==> config.mk <==
export PLATFORM = sky130hd
export DESIGN_NAME = trap_ctrl
export DESIGN_NICKNAME = d
export VERILOG_FILES = /design/src/rtl/trap_ctrl.sv
export SDC_FILE = /design/constraint.sdc
export NUM_CORES = 1
export LEC_CHECK = 0
export CAP_MARGIN = 20
export CORE_AREA = 10 10 197 199
export DETAILED_ROUTE_END_ITERATION = 7
export DIE_AREA = 0 0 207 209
export GPL_TIMING_DRIVEN = 0
export PLACE_DENSITY = 0.66
export SLEW_MARGIN = 10
export SYNTH_ARGS = -nofsm -noshare
export SYNTH_HDL_FRONTEND = slang
export SYNTH_SLANG_ARGS = --single-unit
export TNS_END_PERCENT = 20
==> constraint.sdc <==
create_clock -name clk -period 2.45 [get_ports clk]
set_input_delay 0.245 -clock clk [delete_from_list [all_inputs] [get_ports clk]]
set_output_delay 0.245 -clock clk [all_outputs]
set_load 0.02 [all_outputs]
==> src/rtl/trap_ctrl.sv <==
module trap_ctrl #(
  parameter int ADDR_W    = 64,
  parameter int CODE_W    = 5,
  parameter int TIMER_IRQ = 7,
  parameter int IPI_IRQ   = 5,
  parameter int HAS_WIDE  = 1,
  parameter int HAS_FPU   = 1,
  parameter int HAS_CMP   = 1,
  parameter int HAS_VEC   = 1
) (
  input  logic              clk,
  input  logic              rst_n,
  input  logic              trap_req,
  input  logic [CODE_W-1:0] trap_code,
  input  logic [ADDR_W-1:0] cur_pc,
  input  logic [ADDR_W-1:0] fault_addr,
  input  logic              timer_set,
  input  logic              ipi_set,
  input  logic              sr_we,
  input  logic [31:0]       sr_wdata,
  input  logic              cause_we,
  input  logic [31:0]       cause_wdata,
  input  logic              evec_we,
  input  logic [ADDR_W-1:0] evec_wdata,
  output logic [31:0]       status,
  output logic [31:0]       cause,
  output logic [ADDR_W-1:0] epc,
  output logic [ADDR_W-1:0] bad_addr,
  output logic              redirect_valid,
  output logic [ADDR_W-1:0] redirect_pc,
  output logic              supervisor,
  output logic              wide_mode,
  output logic              vm_enable,
  output logic              tlb_flush,
  output logic              irq_take,
  output logic              run
);
  localparam int NIRQ   = 8;
  localparam int B_ET   = 0;
  localparam int B_PS   = 4;
  localparam int B_S    = 5;
  localparam int B_UX   = 6;
  localparam int B_SX   = 7;
  localparam int IM_LSB = 8;
  localparam int B_VM   = 16;
  localparam int IP_LSB = 16;
  localparam logic [31:0] KEEP = {15'd0, 1'b1, 8'hFF, (HAS_WIDE != 0), (HAS_WIDE != 0),
                                  1'b1, 1'b1, (HAS_CMP != 0), (HAS_VEC != 0), (HAS_FPU != 0), 1'b1};
  localparam logic [31:0] RESET_SR = 32'h0000_00A0 & KEEP;

  logic [31:0]       sr_q, sr_d, sr_trap;
  logic [NIRQ-1:0]   pend_q, pend_d, set_vec;
  logic [CODE_W-1:0] code_q;
  logic [ADDR_W-1:0] evec_q;

  always_comb begin
    set_vec = '0;
    set_vec[TIMER_IRQ] = timer_set;
    set_vec[IPI_IRQ]   = set_vec[IPI_IRQ] | ipi_set;
    sr_trap = sr_q;
    sr_trap[B_ET] = 1'b0;
    sr_trap[B_PS] = sr_q[B_S];
    sr_trap[B_S]  = 1'b1;
    if (trap_req)   sr_d = sr_trap & KEEP;
    else if (sr_we) sr_d = sr_wdata & KEEP;
    else            sr_d = sr_q;
    pend_d = ((cause_we && !trap_req) ? cause_wdata[IP_LSB +: NIRQ] : pend_q) | set_vec;
  end

  always_ff @(posedge clk) begin
    if (!rst_n) begin
      sr_q           <= RESET_SR;
      pend_q         <= '0;
      code_q         <= '0;
      evec_q         <= '0;
      epc            <= '0;
      bad_addr       <= '0;
      redirect_valid <= 1'b0;
      redirect_pc    <= '0;
      tlb_flush      <= 1'b0;
      run            <= 1'b0;
    end else begin
      sr_q           <= sr_d;
      pend_q         <= pend_d;
      tlb_flush      <= trap_req | sr_we;
      redirect_valid <= trap_req;
      run            <= run | ipi_set;
      if (evec_we) evec_q <= evec_wdata;
      if (trap_req) begin
        code_q      <= trap_code;
        epc         <= cur_pc;
        bad_addr    <= fault_addr;
        redirect_pc <= evec_q;
      end else if (cause_we) begin
        code_q <= cause_wdata[CODE_W-1:0];
      end
    end
  end

  always_comb begin
    cause = '0;
    cause[CODE_W-1:0]       = code_q;
    cause[IP_LSB +: NIRQ]   = pend_q;
  end

  assign status     = sr_q;
  assign supervisor = sr_q[B_S];
  assign vm_enable  = sr_q[B_VM];
  assign wide_mode  = sr_q[B_S] ? sr_q[B_SX] : sr_q[B_UX];
  assign irq_take   = sr_q[B_ET] && (|(pend_q & sr_q[IM_LSB +: NIRQ]));

  assert_raz_R2: assert property (@(posedge clk) disable iff (!rst_n)
    sr_we |=> (status[31:17] == 15'd0));

  assert_flush_R3: assert property (@(posedge clk) disable iff (!rst_n)
    (sr_we || trap_req) |=> (tlb_flush && vm_enable == status[B_VM]));

  assert_trap_status_R6: assert property (@(posedge clk) disable iff (!rst_n)
    trap_req |=> (supervisor && !status[B_ET] && status[B_PS] == $past(status[B_S])));

  assert_trap_regs_R7: assert property (@(posedge clk) disable iff (!rst_n)
    trap_req |=> (redirect_valid && epc == $past(cur_pc) && bad_addr == $past(fault_addr)
                  && cause[CODE_W-1:0] == $past(trap_code)));

  assert_ipi_run_R8: assert property (@(posedge clk) disable iff (!rst_n)
    ipi_set |=> (run && cause[IP_LSB + IPI_IRQ]));

  assert_trap_keeps_pending_R9: assert property (@(posedge clk) disable iff (!rst_n)
    trap_req |=> ((cause[IP_LSB +: NIRQ] & $past(cause[IP_LSB +: NIRQ])) == $past(cause[IP_LSB +: NIRQ])));

  assert_sticky_R10: assert property (@(posedge clk) disable iff (!rst_n)
    !cause_we |=> ((cause[IP_LSB +: NIRQ] & $past(cause[IP_LSB +: NIRQ])) == $past(cause[IP_LSB +: NIRQ])));
endmodule

==> impl_metrics.py <==
metrics = {
    "global_route": {
        "overflow": 0,
        "grt_usage": 0.1714,
        "grt_max_degree": 16,
        "antenna_found_initial": 3,
        "grt_pass1_wl_mm": 58.03,
        "grt_pass1_vias": 8827,
    },
    "die": {
        "die_area_sq_um": 43260,
        "initial_core_util": 0.3226,
        "io_pins": 532,
        "core_sq_um": 35050,
        "die_w_um": 207,
        "die_y_um": 209,
        "rows": 69,
    },
    "power_and_ir_drop": {
        "vdd_drop_max_mv": 0.5384,
        "power_w": 0.01159,
        "p_leak_nw": 7.269,
        "p_per_area_nw_per_um2": 657.7,
    },
    "critical_path": {
        "cp.required_ns": 2.20,
        "cp-end-kind": "output port",
        "arrival_ns": 1.92,
        "criticalPathCategory": "flop to output port",
        "crit_family": "buffers and inverters",
        "crit_path_max_fanout": 5,
        "cp_cell_sequence": "mux2_2, clkdlybuf4s50_1",
        "cp.buffers_inverters": 1,
        "cpPeakStageDelay_ns": 0.54,
        "critPathLaunchType": "flop",
        "slowest_stage": "clkdlybuf4s50_1",
    },
    "timing": {
        "rsz0062_at_grt": "no",
        "finalCriticalPeriod_ns": 2.162,
        "slew_violations": 0,
        "tns_ns": 0,
        "setup_viol": 0,
        "final_hold_viol_count": 0,
        "post-route-period-util": 0.8825,
        "slew_headroom": 0.4102,
        "hold_ws_ns": 0.02975,
        "fmax_mhz": 462.5,
        "tightest_slew_ns": 0.8847,
        "fin_ws_ns": 0.2878,
        "finClkSkew_ns": 0.005067,
    },
    "drt": {
        "first_pass_iters": 4,
        "ant_nets": 0,
        "drc": 0,
        "drt-vias-per-instance": 4.237,
        "totalWireLength_mm": 39.14,
        "drt_iter0_markers": 237,
        "post_drt_wl_per_cell_um": 19.33,
        "num_vias": 8580,
    },
    "logic_synthesis": {
        "synth_cell_types": 25,
        "ys_warn_count": 0,
        "ys_ff_latch": 289,
        "netlist_area_sq_um": 11310,
        "syn-instance-count": 1012,
        "syn-mean-instance-area_sq_um": 11.17,
        "ys_seq_area_frac": 0.5116,
    },
    "worst_hold_path": {
        "hold_path_class": "input pin to flop",
    },
    "clock_network": {
        "cts_root_buf": "clkbuf_16",
        "clk_pin_slew_ns": 0.06,
        "hold_buffers": 0,
        "cts_buffer_depth": 3,
        "cts_tree": "built",
        "clock_latency_ns": 0.56,
        "cts-htree-levels": 1,
        "postCtsSetupBuffers": 0,
        "cts.sinks": 289,
        "cts_inserted_buffers": 31,
        "cts-resized-gates": 0,
    },
    "flow_run": {
        "maxCapViolCount": 0,
    },
    "cells_and_area": {
        "area_growth_pct": 55.78,
        "drive_gt1_frac": 0.08456,
        "fin_nets": 1805,
    },
    "run_status": {
        "outcome": "complete, no violations",
    },
    "place": {
        "gp_congestion": 0.7990,
        "pre_cts_ws_ns": 0.5462,
        "dpl.hpwl_mm": 30.89,
        "port_buffers": 458,
    },
}
[state kept, by name, indices dropped and copies added (netlist names)]
| register | count |
|---|---|
| pend_q | 8 |
| evec_q | 64 |
| code_q | 5 |
| tlb_flush | 1 |
| redirect_valid | 1 |
| run | 1 |
| bad_addr | 64 |
| epc | 64 |
| redirect_pc | 64 |
| status | 17 |
[logic make-up after synthesis]
| group | count (synthesis) | share of synthesized area |
|---|---|---|
| mux | 267 | 0.2373 |
| buf+inv | 105 | 0.06262 |
| simple gates | 316 | 0.1667 |
| flops | 289 | 0.5116 |
| other cells | 1 | 0.0003316 |
| compound gates | 34 | 0.02135 |
[metrics by stage]
step                        util  area [sq um]  std cells
after floorplan                -         11430       1045
after global placement    0.4734         16590       1964
after detailed placement  0.4734         16590       1964
after CTS                 0.5024         17610       2022
after global routing      0.5024         17610       2023
final                     0.5026         17620       2025
[routing by layer]
layer	wire [um]	part of all wire	vias to the layer above	GRT usage
met5	13	0.00033	-	0
met4	914	0.023	2	0.03952
met3	3938	0.10	50	0.07650
met2	18750	0.48	302	0.2925
met1	15520	0.40	3904	0.1920
li1	-	-	4322	-
[placed cells by master (no fill, tap or decap), drive strengths merged, types with 3 or more instances in the layout]
| cell type | count |
|---|---|
| dfxtp | 289 |
| diode | 3 |
| clkinv | 7 |
| mux2 | 3 |
| buf | 75 |
| nand2 | 46 |
| nor2b | 258 |
| clkbuf | 76 |
| a22oi | 4 |
| and2 | 7 |
| o21a | 4 |
| conb | 34 |
| o21ai | 6 |
| clkdlybuf4s50 | 458 |
| mux2i | 264 |
| a21boi | 19 |
[power breakdown]
part,switching [W],internal (W)
Sequential,0.000132,0.00495
Clock,0.00192,0.00270
Combinational,0.000842,0.00104
[worst paths after layout]
| path | startpoint | endpoint | slack [ns] | cells after the start |
|---|---|---|---|---|
| setup / recovery | status[5] | wide_mode | 0.29 | 2 |
| hold / removal | sr_we | tlb_flush | 0.03 | 2 |
| setup reg to reg | pend_q[5] | pend_q[5] | 1.56 | 2 |
| hold reg to reg | run | run | 0.46 | 1 |
[cell usage after synthesis]
cell type  instances  area, sq um
a21boi_0          10        75.07
a21boi_1           9        67.56
a22oi_1            4        30.03
a41oi_1            1        8.760
and2_1             7        43.79
buf_2              8        40.04
buf_4             53        397.9
buf_6             14        157.7
clkbuf_1          29        108.9
conb_1             1        3.750
dfxtp_1          289         5786
inv_1              1        3.750
mux2_2             1        11.26
mux2_4             2        30.03
mux2i_1          264         2643
nand2_1           46        172.7
nand2b_1           1        6.260
nand2b_4           1        13.76
nand3_1            1        5.000
nand3b_1           1        7.510
nor2b_1          256         1602
nor2b_4            2        27.53
nor3b_1            1        7.510
o21a_1             4        30.03
o21ai_0            6        30.03
[area by class of cell]
class,count,area (sq um)
Fill cell,3265,17440
Sequential cell,289,5786
Multi-Input combinational cell,651,4938
Timing Repair Buffer,458,4584
Clock buffer,47,925.9
Buffer,104,704.4
Tap cell,461,576.8
Clock inverter,11,88.84
Antenna cell,3,7.507
Inverter,1,3.754
Note: power is estimated with default switching activity, not from simulation.
